**src/rtl/wkt_pkg.sv**
```systemverilog
package wkt_pkg;
  localparam int unsigned WKT_CNT_W = 35;

  typedef struct packed {
    logic do_load;
    logic do_dec;
    logic do_stop;
  } wkt_cmd_t;
endpackage

```
**src/rtl/wkt_ctrl.sv**
```systemverilog
module wkt_ctrl
  import wkt_pkg::*;
(
  input  logic     clk,
  input  logic     rst_n,
  input  logic     tick_en,
  input  logic     load_vld,
  input  logic     stop,
  output wkt_cmd_t cmd,
  output logic     run_q
);
  logic run_d;

  // command decode: load dominates, stop blocks a tick in the same cycle
  always_comb begin
    cmd.do_load = load_vld;
    cmd.do_stop = stop & ~load_vld;
    cmd.do_dec  = run_q & tick_en & ~load_vld & ~stop;
  end

  always_comb begin
    run_d = run_q;
    if (cmd.do_load)      run_d = 1'b1;
    else if (cmd.do_stop) run_d = 1'b0;
  end

  always_ff @(posedge clk or negedge rst_n) begin
    if (!rst_n) run_q <= 1'b0;
    else        run_q <= run_d;
  end
endmodule

```
**src/rtl/wkt_counter.sv**
```systemverilog
module wkt_counter
  import wkt_pkg::*;
#(
  parameter int unsigned CNT_W = WKT_CNT_W
) (
  input  logic             clk,
  input  logic             rst_n,
  input  wkt_cmd_t         cmd,
  input  logic [CNT_W-1:0] load_val,
  output logic [CNT_W-1:0] cnt_q,
  output logic             at_one
);
  localparam logic [CNT_W-1:0] ONE = CNT_W'(1);

  logic [CNT_W-1:0] cnt_d;
  logic             cnt_en;

  always_comb begin
    cnt_en = cmd.do_load | cmd.do_dec;
    cnt_d  = cnt_q;
    if (cmd.do_load)     cnt_d = load_val;
    else if (cmd.do_dec) cnt_d = cnt_q - ONE;   // wraps modulo 2^CNT_W
  end

  assign at_one = (cnt_q == ONE);

  always_ff @(posedge clk or negedge rst_n) begin
    if (!rst_n)      cnt_q <= '0;
    else if (cnt_en) cnt_q <= cnt_d;
  end
endmodule

```
**src/rtl/wkt_expiry.sv**
```systemverilog
module wkt_expiry
  import wkt_pkg::*;
(
  input  logic     clk,
  input  logic     rst_n,
  input  wkt_cmd_t cmd,
  input  logic     at_one,
  input  logic     flag_clr,
  input  logic     irq_en,
  output logic     flag_q,
  output logic     event_o
);
  logic flag_d;
  logic hit;

  always_comb begin
    hit    = cmd.do_dec & at_one;
    flag_d = flag_q;
    if (cmd.do_load) flag_d = 1'b0;
    else if (hit)    flag_d = 1'b1;
    else if (flag_clr) flag_d = 1'b0;
  end

  always_ff @(posedge clk or negedge rst_n) begin
    if (!rst_n) flag_q <= 1'b0;
    else        flag_q <= flag_d;
  end

  assign event_o = flag_q & irq_en;
endmodule

```
**src/rtl/wkup_timer.sv**
```systemverilog
module wkup_timer
  import wkt_pkg::*;
#(
  parameter int unsigned CNT_W = WKT_CNT_W
) (
  input  logic             clk,
  input  logic             rst_n,
  input  logic             tick_en,
  input  logic             load_vld,
  input  logic [CNT_W-1:0] load_val,
  input  logic             stop,
  input  logic             irq_en,
  input  logic             flag_clr,
  output logic [CNT_W-1:0] count,
  output logic             running,
  output logic             flag,
  output logic             event_o
);
  wkt_cmd_t cmd;
  logic     at_one;

  wkt_ctrl u_ctrl (
    .clk      (clk),
    .rst_n    (rst_n),
    .tick_en  (tick_en),
    .load_vld (load_vld),
    .stop     (stop),
    .cmd      (cmd),
    .run_q    (running)
  );

  wkt_counter #(.CNT_W(CNT_W)) u_cnt (
    .clk      (clk),
    .rst_n    (rst_n),
    .cmd      (cmd),
    .load_val (load_val),
    .cnt_q    (count),
    .at_one   (at_one)
  );

  wkt_expiry u_exp (
    .clk      (clk),
    .rst_n    (rst_n),
    .cmd      (cmd),
    .at_one   (at_one),
    .flag_clr (flag_clr),
    .irq_en   (irq_en),
    .flag_q   (flag),
    .event_o  (event_o)
  );
endmodule

```
**config.mk**
```make
export PLATFORM = sky130hd
export DESIGN_NAME = wkup_timer
export DESIGN_NICKNAME = d
export VERILOG_FILES = /design/src/rtl/wkt_pkg.sv /design/src/rtl/wkt_ctrl.sv /design/src/rtl/wkt_counter.sv /design/src/rtl/wkt_expiry.sv /design/src/rtl/wkup_timer.sv
export SDC_FILE = /design/constraint.sdc
export NUM_CORES = 1
export LEC_CHECK = 0
export ABC_AREA = 1
export BUFFER_PORTS_ARGS = -buffer_cell sky130_fd_sc_hd__buf_4
export CAP_MARGIN = 0
export CORE_MARGIN = 5
export CORE_UTILIZATION = 35
export CTS_CLUSTER_SIZE = 14
export DETAILED_ROUTE_END_ITERATION = 7
export HOLD_SLACK_MARGIN = 0.08
export PLACE_DENSITY = 0.64
export SLEW_MARGIN = 0
export SYNTH_ARGS = -nofsm -noshare
export SYNTH_HDL_FRONTEND = slang
export SYNTH_HIERARCHICAL = 1
export SYNTH_SLANG_ARGS = --single-unit
```
**constraint.sdc**
```tcl
create_clock -name clk -period 2.7 [get_ports clk]
set_clock_uncertainty 0.1 [all_clocks]
set_input_delay 0.27 -clock clk [delete_from_list [all_inputs] [get_ports clk]]
set_output_delay 0.27 -clock clk [all_outputs]
set_load 0.02 [all_outputs]
```
; Word-level counts from Yosys, hierarchy flattened
; Index checks and enable logic that the tools add are counted.
[totals]
ff_bits = 37
elab_cells = 25
output_inout_bits = 38
input_bits = 42
[classes]
bitwise_logic = 9
n_addsub = 1
mux = 7
eq_ne = 1
reduce_logical = 4
[op_table]
columns = operator, count
row1 = 2-to-1 mux 35 bit, 2
row2 = "== test 35 x 1 -> 1 bit, second input constant", 1
row3 = "subtractor 35 x 1 -> 35 bit, second input constant", 1
row4 = bitwise AND 1 bit, 6
row5 = 2-to-1 mux 1 bit, 5
row6 = nonzero test 2 bit, 2
row7 = nonzero test 3 bit, 1
row8 = inverter 1 bit, 2
row9 = AND reduction 2 bit, 1
row10 = OR 1 bit, 1

; Depth between registers and ports, before layout
; Gate-level depths: netlist of the first run.
[logic_depth]
depth_word = 6
ltp_mapped = 10
mapped_depth_nobuf = 10

; Hierarchy
; Netlist of the first run, hierarchy kept.
[by_module_without_submodules]
columns = module, seq_area_each_um2, instances, cells_per_inst, area_per_inst_um2
row1 = wkt_counter, 875.8, 1, 361, 2640.0
row2 = wkt_ctrl, 25.0, 1, 9, 63.8
row3 = wkt_expiry, 25.0, 1, 7, 52.6

; Least setup slack after synthesis of the first run
; Ideal clock, no wire load.
[synth_path]
kind = register to register
startpoint = register u_cnt.cnt_q[0]
endpoint = register u_cnt.cnt_q[18]
slack_ns = 0.962
setup_time_ns = 0.124
t_arrival_ns = 1.514
synth_period_minus_slack_ns = 1.738
stages_incl_launch_ff = 10
t_required_ns = 2.476
path_buffers = 0
path_cell_list = dfrtp_1 inv_1 ha_1 nand2_4 nor2_8 nand2_4 nor2_4 nand3_1 nand3_1 nand3_1
[synth_via]
elab_chain_len = 3
[synth_lines]
columns = item, line
row1 = from (decl), wkt_counter.sv:10  ; output logic [CNT_W-1:0] cnt_q,
row2 = from (signal assigned), wkt_counter.sv:29  ; else if (cnt_en) cnt_q <= cnt_d;
row3 = subtractor 35 x 1 -> 35 bit, wkt_counter.sv:22  ; else if (cmd.do_dec) cnt_d = cnt_q - ONE;
row4 = 2-to-1 mux 35 bit, wkt_counter.sv:22
row5 = 2-to-1 mux 35 bit, wkt_counter.sv:21  ; if (cmd.do_load) cnt_d = load_val;
; Every way passes these cells. The select of a mux whose other input is x is not followed.
; A chain may end at the register's enable or synchronous reset.

; Worst setup path in the final report of the first run
; Ends and elaborated chain as after synthesis.

==> results of run 1 <==
==> sequential cells by signal, indices dropped and copies added (netlist names) <==
| name | cells |
|---|---|
| u_exp/flag_q | 1 |
| u_cnt/cnt_q | 35 |
| u_ctrl/run_q | 1 |
==> per-stage QoR <==
stage | setup WS, ps | instance area (um^2) | utilization [%]
2_1_floorplan | 962 | 2750 | -
3_3_place_gp | 800 | 3430 | 44.6
3_5_place_dp | 718 | 3430 | 44.6
4_1_cts | 825 | 3530 | 45.9
5_1_grt | 695 | 3530 | 45.9
6_report | 828 | 3530 | 45.9
==> path summary, 6_finish.rpt <==
path | startpoint | end | slack [ps] | cells past startpoint
setup / recovery | u_cnt/cnt_q[0]$_DFFE_PN0P_ | u_cnt/cnt_q[18]$_DFFE_PN0P_ | 830 | 9
hold / removal | load_val[1] | u_cnt/cnt_q[1]$_DFFE_PN0P_ | 100 | 3
setup reg to reg | u_cnt/cnt_q[0]$_DFFE_PN0P_ | u_cnt/cnt_q[18]$_DFFE_PN0P_ | 830 | 9
hold reg to reg | u_ctrl/run_q$_DFFE_PN0P_ | u_ctrl/run_q$_DFFE_PN0P_ | 410 | 2
max in group asynchronous | rst_n | u_cnt/cnt_q[10]$_DFFE_PN0P_ | 1790 | 2
min in group asynchronous | rst_n | u_cnt/cnt_q[32]$_DFFE_PN0P_ | 380 | 2
==> cells in the final DEF, fill, tap and decap left out, drive strengths merged, types with 4 or more instances in the layout <==
cell type	n
nand2	116
buf	81
nor2	65
inv	38
dfrtp	37
nand3	36
a22oi	25
o21ai	12
xor2	8
clkbuf	7
nand4	4
o211ai	4
==> where the power goes <==
| part | total, mW | leakage, nW | switching [mW] | internal, mW |
|---|---|---|---|---|
| combinational | 0.503 | 1.24 | 0.291 | 0.212 |
| sequential | 0.704 | 0.451 | 0.0959 | 0.608 |
| clock | 0.395 | 0.0443 | 0.192 | 0.203 |
| total | 1.60 | 1.74 | 0.579 | 1.02 |
==> routing by layer <==
metal / global-route usage, % / wire length (um)
met3: 3.33 / 332
met4: 3.05 / 74
met1: 22.2 / 3670
met2: 27.1 / 3680
met5: 0 / 0
==> worst reg2reg max path, stage by stage (launching register included) <==
cell     delay (ps)
dfrtp_1         420
inv_1           160
ha_1            330
nand2_4         140
nor2_8          180
nand2_4          80
nor2_4          110
nand3_1          80
nand3_1         100
nand3_1          70
==> area by class of cell <==
type	instances	area, um^2
tap	102	128
inverter	39	146
multi-input combinational	290	1610
clock buffer	7	86.3
timing repair buffer	82	631
fill	830	4160
sequential	37	926
==> results.sh, run 1 <==
export IMPL_power_density_nw_per_um2=454
export IMPL_grt_pass1_vias=2775
export IMPL_viasPerCell=4.87
export IMPL_worst_setup_path_start_kind="flip-flop"
export IMPL_antennaDiodeCount=0
export IMPL_area_growth_syn_to_layout_pct=28.1
export IMPL_io_pins=80
export IMPL_status="completed"
export IMPL_instances_no_fill=557
export IMPL_fin_crit_ps=1870
export IMPL_cts_tree="done"
export IMPL_syn_inst=376
export IMPL_rsz0062_at_grt="false"
export IMPL_worstMarginPinSlew_ps=478
export IMPL_crit_buf_inv=1
export IMPL_track_usage_pct=16.3
export IMPL_ir_drop_uv=152
export IMPL_syn_mean_instance_area_um2=7.32
export IMPL_drc_errors=0
export IMPL_hold_viol=0
export IMPL_postCtsSetupRepairBufs=0
export IMPL_ant_nets=0
export IMPL_core_um2=7690
export IMPL_cp_slowest_stage_delay_ps=420
export IMPL_gp_congestion=0.829
export IMPL_holdBufCountCts=1
export IMPL_drive_above_1_share_pct=30.1
export IMPL_slew_violations=0
export IMPL_die_area_um2=9740
export IMPL_drv_cap=0
export IMPL_rows=32
export IMPL_start_util_pct=35.8
export IMPL_clockBufferDepth=2
export IMPL_fmax_mhz=534
export IMPL_finalSetupViolations=0
export IMPL_drt_first_pass_iters=4
export IMPL_crit_type="reg2reg"
export IMPL_power_leakage_nw=1.74
export IMPL_numClockSinks=37
export IMPL_cpMaxStageDelayCell="dfrtp_1"
export IMPL_synth_area_um2=2750
export IMPL_setup_tns_ps=0
export IMPL_grt_pass1_wl_um=13200
export IMPL_crit_chain="inv_1 > ha_1 > nand2_4 > nor2_8 > nand2_4 > nor2_4 > nand3_1 > nand3_1 > nand3_1"
export IMPL_die_width_um=98.7
export IMPL_cts_made_buffers=5
export IMPL_clkTransAtPathRegs_ps=80
export IMPL_critPathCaptureType="flip-flop"
export IMPL_vias=2713
export IMPL_dieHeight_um=98.7
export IMPL_clock_latency_ps=290
export IMPL_hold_ws_ps=97.1
export IMPL_drt_iter0_markers=71
export IMPL_grt_max_degree=41
export IMPL_antenna_found_initial=0
export IMPL_required_ps=2770
export IMPL_fin_crit_sh_pct=69.3
export IMPL_routedWlPerCell_um=13.9
export IMPL_port_buffers=79
export IMPL_dp_cells=549
export IMPL_grt_overflow_total=0
export IMPL_crit_top_cell="nand3_1"
export IMPL_clock_root_buffer="clkbuf_8"
export IMPL_dpl_hpwl_um=6170
export IMPL_final_nets=499
export IMPL_yosys_warnings=6
export IMPL_crit_family="simple AND/OR/NAND/NOR gates"
export IMPL_routed_wl_um=7760
export IMPL_power_mw=1.60
export IMPL_crit_fanout=5
export IMPL_hold_path_class="in2reg"
export IMPL_cp_data_arrival_time_ps=1940
export IMPL_synth_fp_nets=420
export IMPL_slew_headroom_pct=68.1
export IMPL_h_tree_depth=2
export IMPL_postCtsResizedCells=0
Note: power is estimated with default switching activity, not from simulation.
==> run 2, diff against run 1 <==
--- a/config.mk
+++ b/config.mk
@@ -13,7 +13,7 @@
 export CTS_CLUSTER_SIZE = 14
 export DETAILED_ROUTE_END_ITERATION = 7
 export HOLD_SLACK_MARGIN = 0.08
-export PLACE_DENSITY = 0.64
+export PLACE_DENSITY = 0.66
 export SLEW_MARGIN = 0
 export SYNTH_ARGS = -nofsm -noshare
 export SYNTH_HDL_FRONTEND = slang
==> constraint.sdc (replaced) <==
create_clock -name clk -period 1.7 [get_ports clk]
set_clock_uncertainty 0.1 [all_clocks]
set_input_delay 0.17 -clock clk [delete_from_list [all_inputs] [get_ports clk]]
set_output_delay 0.17 -clock clk [all_outputs]
set_load 0.02 [all_outputs]
==> run 2 against run 1 <==
  * Largest power group unchanged
  * Critical path type unchanged
  * Via count grew 11%
  * Sequential cell count unchanged
  * Setup slack got worse by 740 ps
==> results.sh, run 2 (same netlist as run 1, synthesis figures left out) <==
export IMPL_required_ps=1770
export IMPL_hold_ws_ps=188
export IMPL_h_tree_depth=2
export IMPL_numClockSinks=37
export IMPL_largest_register="u_cnt/cnt_q"
export IMPL_status="completed"
export IMPL_drv_cap=0
export IMPL_largest_reg_flops=35
export IMPL_rows=32
export IMPL_fin_area_um2=4220
export IMPL_power_leakage_nw=2.04
export IMPL_fmax_mhz=622
export IMPL_die_width_um=98.7
export IMPL_drt_first_pass_iters=4
export IMPL_worstMarginPinSlew_ps=575
export IMPL_dieHeight_um=98.7
export IMPL_drc_errors=0
export IMPL_fin_crit_ps=1610
export IMPL_hold_path_class="in2reg"
export IMPL_cts_made_buffers=5
export IMPL_antenna_found_initial=0
export IMPL_grt_pass1_wl_um=14900
export IMPL_fin_crit_sh_pct=94.6
export IMPL_die_area_um2=9740
export IMPL_ir_drop_uv=332
export IMPL_finalSetupViolations=0
export IMPL_pwr_share_seq_pct=39.2
export IMPL_clock_latency_ps=300
export IMPL_ant_nets=0
export IMPL_clockBufferDepth=2
export IMPL_grt_pass1_vias=3157
export IMPL_rsz0062_at_grt="true"
export IMPL_final_cell_mix="110 x buf_4, 101 x nand2_1, 38 x dlygate4sd3_1, 34 x nand3_1, 34 x dfrtp_1"
export IMPL_port_buffers=79
export IMPL_viasPerCell=4.83
export IMPL_slew_headroom_pct=61.7
export IMPL_reg_top3="u_cnt/cnt_q x35, u_ctrl/run_q x1, u_exp/flag_q x1"
export IMPL_critPathCaptureType="flip-flop"
export IMPL_dp_slack_ps=-308
export IMPL_cts_tree="done"
export IMPL_drive_above_1_share_pct=35.2
export IMPL_gp_congestion=0.861
export IMPL_dpl_hpwl_um=6380
export IMPL_dp_cells=577
export IMPL_instances_no_fill=625
export IMPL_crit_fanout=5
export IMPL_io_pins=80
export IMPL_combPwrFrac_pct=37.3
export IMPL_internal_power_mw=1.77
export IMPL_grt_overflow_total=0
export IMPL_layout_commonest_cell="buf_4"
export IMPL_start_util_pct=35.8
export IMPL_clkTransAtPathRegs_ps=80
export IMPL_placed_cell_area_um2=3640
export IMPL_routedWlPerCell_um=14.3
export IMPL_antennaDiodeCount=0
export IMPL_routed_wl_um=8930
export IMPL_core_um2=7690
export IMPL_cp_data_arrival_time_ps=1680
export IMPL_worst_setup_path_start_kind="flip-flop"
export IMPL_crit_type="reg2reg"
export IMPL_fillers=777
export IMPL_vias=3017
export IMPL_area_growth_syn_to_layout_pct=53.4
export IMPL_power_frac_clock_pct=23.5
export IMPL_switching_share_pct=36.5
export IMPL_drt_iter0_markers=194
export IMPL_clock_root_buffer="clkbuf_8"
export IMPL_slew_violations=0
export IMPL_grt_max_degree=39
export IMPL_setup_ws_ps=91.8
export IMPL_hold_viol=0
export IMPL_final_nets=567
export IMPL_track_usage_pct=18.3
export IMPL_power_density_nw_per_um2=661
export IMPL_power_switching_mw=1.02
-- run 2: changes by cell type in the layout (fill, tap and decap cells not counted), sizes merged --
| cell | before | now |
|---|---|---|
| dlygate4sd3 | 1 | 38 |
| nor2 | 65 | 66 |
| buf | 81 | 111 |
-- run 2: critical path: stages, from the launching register on --
cell     delay (ps)
dfrtp_1         410
inv_2            90
ha_4            180
nand2_4         100
nor2_8          170
nand2_4          80
nor2_4          110
nand3_1          80
nand3_1          80
nand3_1          70
-- run 2: through the flow --
stage	util, %	TNS, ps	power (mW)
finish	54.9	0	2.79
global route	54.9	-18.1	2.96
CTS	53.6	0	2.77
detailed placement	47.4	-3470	2.03
global placement	47.4	-2250	2.02
floorplan	-	0	1.60
-- run 2: worst paths after layout --
| kind | cells past startpoint | startpoint | slack (ps) | end |
|---|---|---|---|---|
| min | 4 | load_vld | 190 | u_ctrl/run_q$_DFFE_PN0P_ |
| min reg2reg | 2 | u_exp/flag_q$_DFFE_PN0P_ | 470 | u_exp/flag_q$_DFFE_PN0P_ |
| min in group asynchronous | 2 | rst_n | 270 | u_cnt/cnt_q[0]$_DFFE_PN0P_ |
| max | 9 | u_cnt/cnt_q[0]$_DFFE_PN0P_ | 90 | u_cnt/cnt_q[18]$_DFFE_PN0P_ |
| max in group asynchronous | 2 | rst_n | 820 | u_cnt/cnt_q[9]$_DFFE_PN0P_ |
| max reg2reg | 9 | u_cnt/cnt_q[0]$_DFFE_PN0P_ | 90 | u_cnt/cnt_q[18]$_DFFE_PN0P_ |
-- run 2: what timing repair did --
action                                  CTS  global route
endpoints found under the hold margin    74             0
hold buffers                             38             0
cloned                                    0             1
pin swaps                                 0             4
buffers inserted                          0             2
endpoints found under the setup margin   33            22
gates resized for setup                   2            24
-- run 2: per-layer routing --
| layer | GRT usage, % | share of wire, % | wire, um | up-vias |
|---|---|---|---|---|
| li1 | - | - | - | 1518 |
| met1 | 23.4 | 45 | 4010 | 1421 |
| met2 | 32.4 | 49 | 4390 | 71 |
| met3 | 3.40 | 5.3 | 469 | 7 |
| met4 | 3.15 | 0.67 | 60 | 0 |
| met5 | 0 | 0 | 0 | - |
-- run 2: area by class of cell --
cell class,count,area (um^2),area share (%)
clock buffers,7,86.3,2.05
flip-flops and latches,37,930,22.0
inverters,39,146,3.47
repair buffers,149,1230,29.0
well taps,102,128,3.02
multi-input cells,291,1710,40.4
-- run 2: power groups by stage --
stage,Combinational [mW],Clock [mW],Sequential [mW]
6_report,1.04,0.657,1.09
5_1_grt,1.14,0.703,1.11
4_1_cts,1.02,0.672,1.08
3_5_place_dp,0.938,0,1.10
3_3_place_gp,0.923,0,1.09
2_1_floorplan,0.394,0,1.21
==> run 3, diff against run 2 <==
--- a/config.mk
+++ b/config.mk
@@ -6,14 +6,14 @@
 export NUM_CORES = 1
 export LEC_CHECK = 0
 export ABC_AREA = 1
-export BUFFER_PORTS_ARGS = -buffer_cell sky130_fd_sc_hd__buf_4
 export CAP_MARGIN = 0
 export CORE_MARGIN = 5
 export CORE_UTILIZATION = 35
 export CTS_CLUSTER_SIZE = 14
 export DETAILED_ROUTE_END_ITERATION = 7
+export DONT_BUFFER_PORTS = 1
 export HOLD_SLACK_MARGIN = 0.08
-export PLACE_DENSITY = 0.66
+export PLACE_DENSITY = 0.57
 export SLEW_MARGIN = 0
 export SYNTH_ARGS = -nofsm -noshare
 export SYNTH_HDL_FRONTEND = slang
==> run 3 against run 2 <==
  * Die area unchanged
  * Critical path depth is 2 lower
  * Worst hold slack lost 99 ps
  * Register-to-register slack better by 30 ps
  * Total power shrank 5.9%
  * Fmax grew 1.6%
  * Setup slack better by 25 ps
  * Combinational power decreased by 12%
  * Via count down 8.0%
  * Largest cell class unchanged
  * Largest power group unchanged
==> results.sh, run 3 (same netlist as run 1, synthesis figures left out) <==
export IMPL_reg2reg_slack_ps=120
export IMPL_crit_family="simple AND/OR/NAND/NOR gates"
export IMPL_fmax_mhz=632
export IMPL_antenna_found_initial=0
export IMPL_drt_iter0_markers=128
export IMPL_reg_top3="u_cnt/cnt_q x35, u_ctrl/run_q x1, u_exp/flag_q x1"
export IMPL_clock_latency_ps=290
export IMPL_grt_overflow_total=0
export IMPL_cp_slowest_stage_delay_ps=440
export IMPL_hold_viol=0
export IMPL_antennaDiodeCount=0
export IMPL_crit_type="reg2reg"
export IMPL_critPathCaptureType="flip-flop"
export IMPL_numClockSinks=37
export IMPL_viasPerCell=4.95
export IMPL_worstMarginPinSlew_ps=301
export IMPL_grt_pass1_wl_um=14400
export IMPL_dieHeight_um=98.7
export IMPL_multi_input_area_um2=1660
export IMPL_status="completed"
export IMPL_cpMaxStageDelayCell="dfrtp_2"
export IMPL_slew_headroom_pct=79.9
export IMPL_instances_no_fill=561
export IMPL_cts_made_buffers=5
export IMPL_routed_wl_um=8510
export IMPL_grt_pass1_vias=2920
export IMPL_h_tree_depth=2
export IMPL_crit_top_cell="nand2_1"
export IMPL_start_util_pct=35.8
export IMPL_fillers=777
export IMPL_track_usage_pct=18.2
export IMPL_crit_fanout=3
export IMPL_wl_met1_um=3690
export IMPL_rows=32
export IMPL_final_cell_mix="101 x nand2_1, 41 x buf_4, 40 x dlygate4sd3_1, 34 x nor2_1, 34 x nand3_1"
export IMPL_final_nets=503
export IMPL_gp_congestion=0.820
export IMPL_power_density_nw_per_um2=700
export IMPL_worst_setup_path_start_kind="flip-flop"
export IMPL_route_met2_wl_um=4220
export IMPL_routedWlPerCell_um=15.2
export IMPL_route_met3_wl_um=545
export IMPL_dp_cells=509
export IMPL_fin_crit_ps=1580
export IMPL_layout_commonest_cell="nand2_1"
export IMPL_area_growth_syn_to_layout_pct=36.4
export IMPL_fin_crit_sh_pct=93.1
export IMPL_vias=2777
export IMPL_port_buffers=0
export IMPL_ir_drop_uv=554
export IMPL_drive_above_1_share_pct=25.7
export IMPL_power_leakage_nw=1.74
export IMPL_drc_errors=0
export IMPL_core_um2=7690
export IMPL_cts_tree="done"
export IMPL_regArea_um2=932
export IMPL_hold_path_class="in2reg"
export IMPL_clkTransAtPathRegs_ps=80
export IMPL_largest_reg_flops=35
export IMPL_ant_nets=0
export IMPL_crit_chain="nor2_1 > nand2_1 > nor3_1 > nand4_1 > nor2_2 > nand2_1 > a21oi_2"
export IMPL_die_area_um2=9740
export IMPL_die_width_um=98.7
export IMPL_io_pins=80
export IMPL_grt_max_degree=39
export IMPL_slew_violations=0
export IMPL_clockBufferDepth=2
export IMPL_drv_cap=0
export IMPL_final_util_pct=48.8
export IMPL_required_ps=1820
export IMPL_cp_data_arrival_time_ps=1700
export IMPL_top_layer_used="met4"
export IMPL_rsz0062_at_grt="true"
export IMPL_largest_register="u_cnt/cnt_q"
export IMPL_drt_first_pass_iters=4
export IMPL_crit_buf_inv=0
export IMPL_dpl_hpwl_um=6320
export IMPL_finalSetupViolations=0
export IMPL_clock_root_buffer="clkbuf_8"
## run 3: cell count changes in the layout (fill, tap and decap cells not counted), sizes merged
cell	previous run	this run
nor2	66	65
dlygate4sd3	38	40
buf	111	46
## run 3: final timing paths
path | startpoint | end | cells past startpoint
max | u_cnt/cnt_q[13]$_DFFE_PN0P_ | u_exp/flag_q$_DFFE_PN0P_ | 7
min | load_vld | u_cnt/cnt_q[6]$_DFFE_PN0P_ | 3
min in group asynchronous | rst_n | u_cnt/cnt_q[20]$_DFFE_PN0P_ | 2
max in group asynchronous | rst_n | u_cnt/cnt_q[14]$_DFFE_PN0P_ | 2
max reg2reg | u_cnt/cnt_q[13]$_DFFE_PN0P_ | u_exp/flag_q$_DFFE_PN0P_ | 7
min reg2reg | u_ctrl/run_q$_DFFE_PN0P_ | u_ctrl/run_q$_DFFE_PN0P_ | 2
## run 3: what timing repair did
| item | in CTS | in global routing |
|---|---|---|
| hold buffers | 42 | 0 |
| hold endpoints to repair | 74 | 0 |
| gates resized for setup | 0 | 21 |
| buffers inserted | 0 | 3 |
| setup endpoints to repair | 0 | 21 |
## run 3: layer usage
layer,up-vias,track usage [%]
li1,1394,-
met1,1302,22.8
met2,76,32.0
met3,5,3.89
met4,0,3.99
met5,-,0
## run 3: cell type report
cell class / instances / area share, %
Multi-Input combinational cell: 290 / 44.3
Tap cell: 102 / 3.40
Inverter: 39 / 3.90
Timing Repair Buffer: 86 / 21.3
Clock buffer: 7 / 2.30
Sequential cell: 37 / 24.8
## run 3: per-stage QoR
stage               power, mW  setup slack (ps)  hold slack [ps]  TNS (ps)  instance area (um^2)
finish                   2.63               117             88.7         0                  3750
floorplan                1.60              6.15             -226         0                  2760
global route             2.80             -4.71             84.1     -4.71                  3750
detailed placement       1.86              9.09             -223         0                  3140
CTS                      2.63             0.370             82.8         0                  3670
global placement         1.85              60.1             -224         0                  3140
## run 3: tightest hold or removal path, cell delays in order
cell,delay (ps)
nor2_2,60
a22oi_1,140
nand2_1,70
## run 3: report_power, final
| group | internal [mW] | switching, mW |
|---|---|---|
| logic | 0.377 | 0.538 |
| clock network | 0.322 | 0.314 |
| registers | 0.968 | 0.109 |
| total | 1.67 | 0.961 |
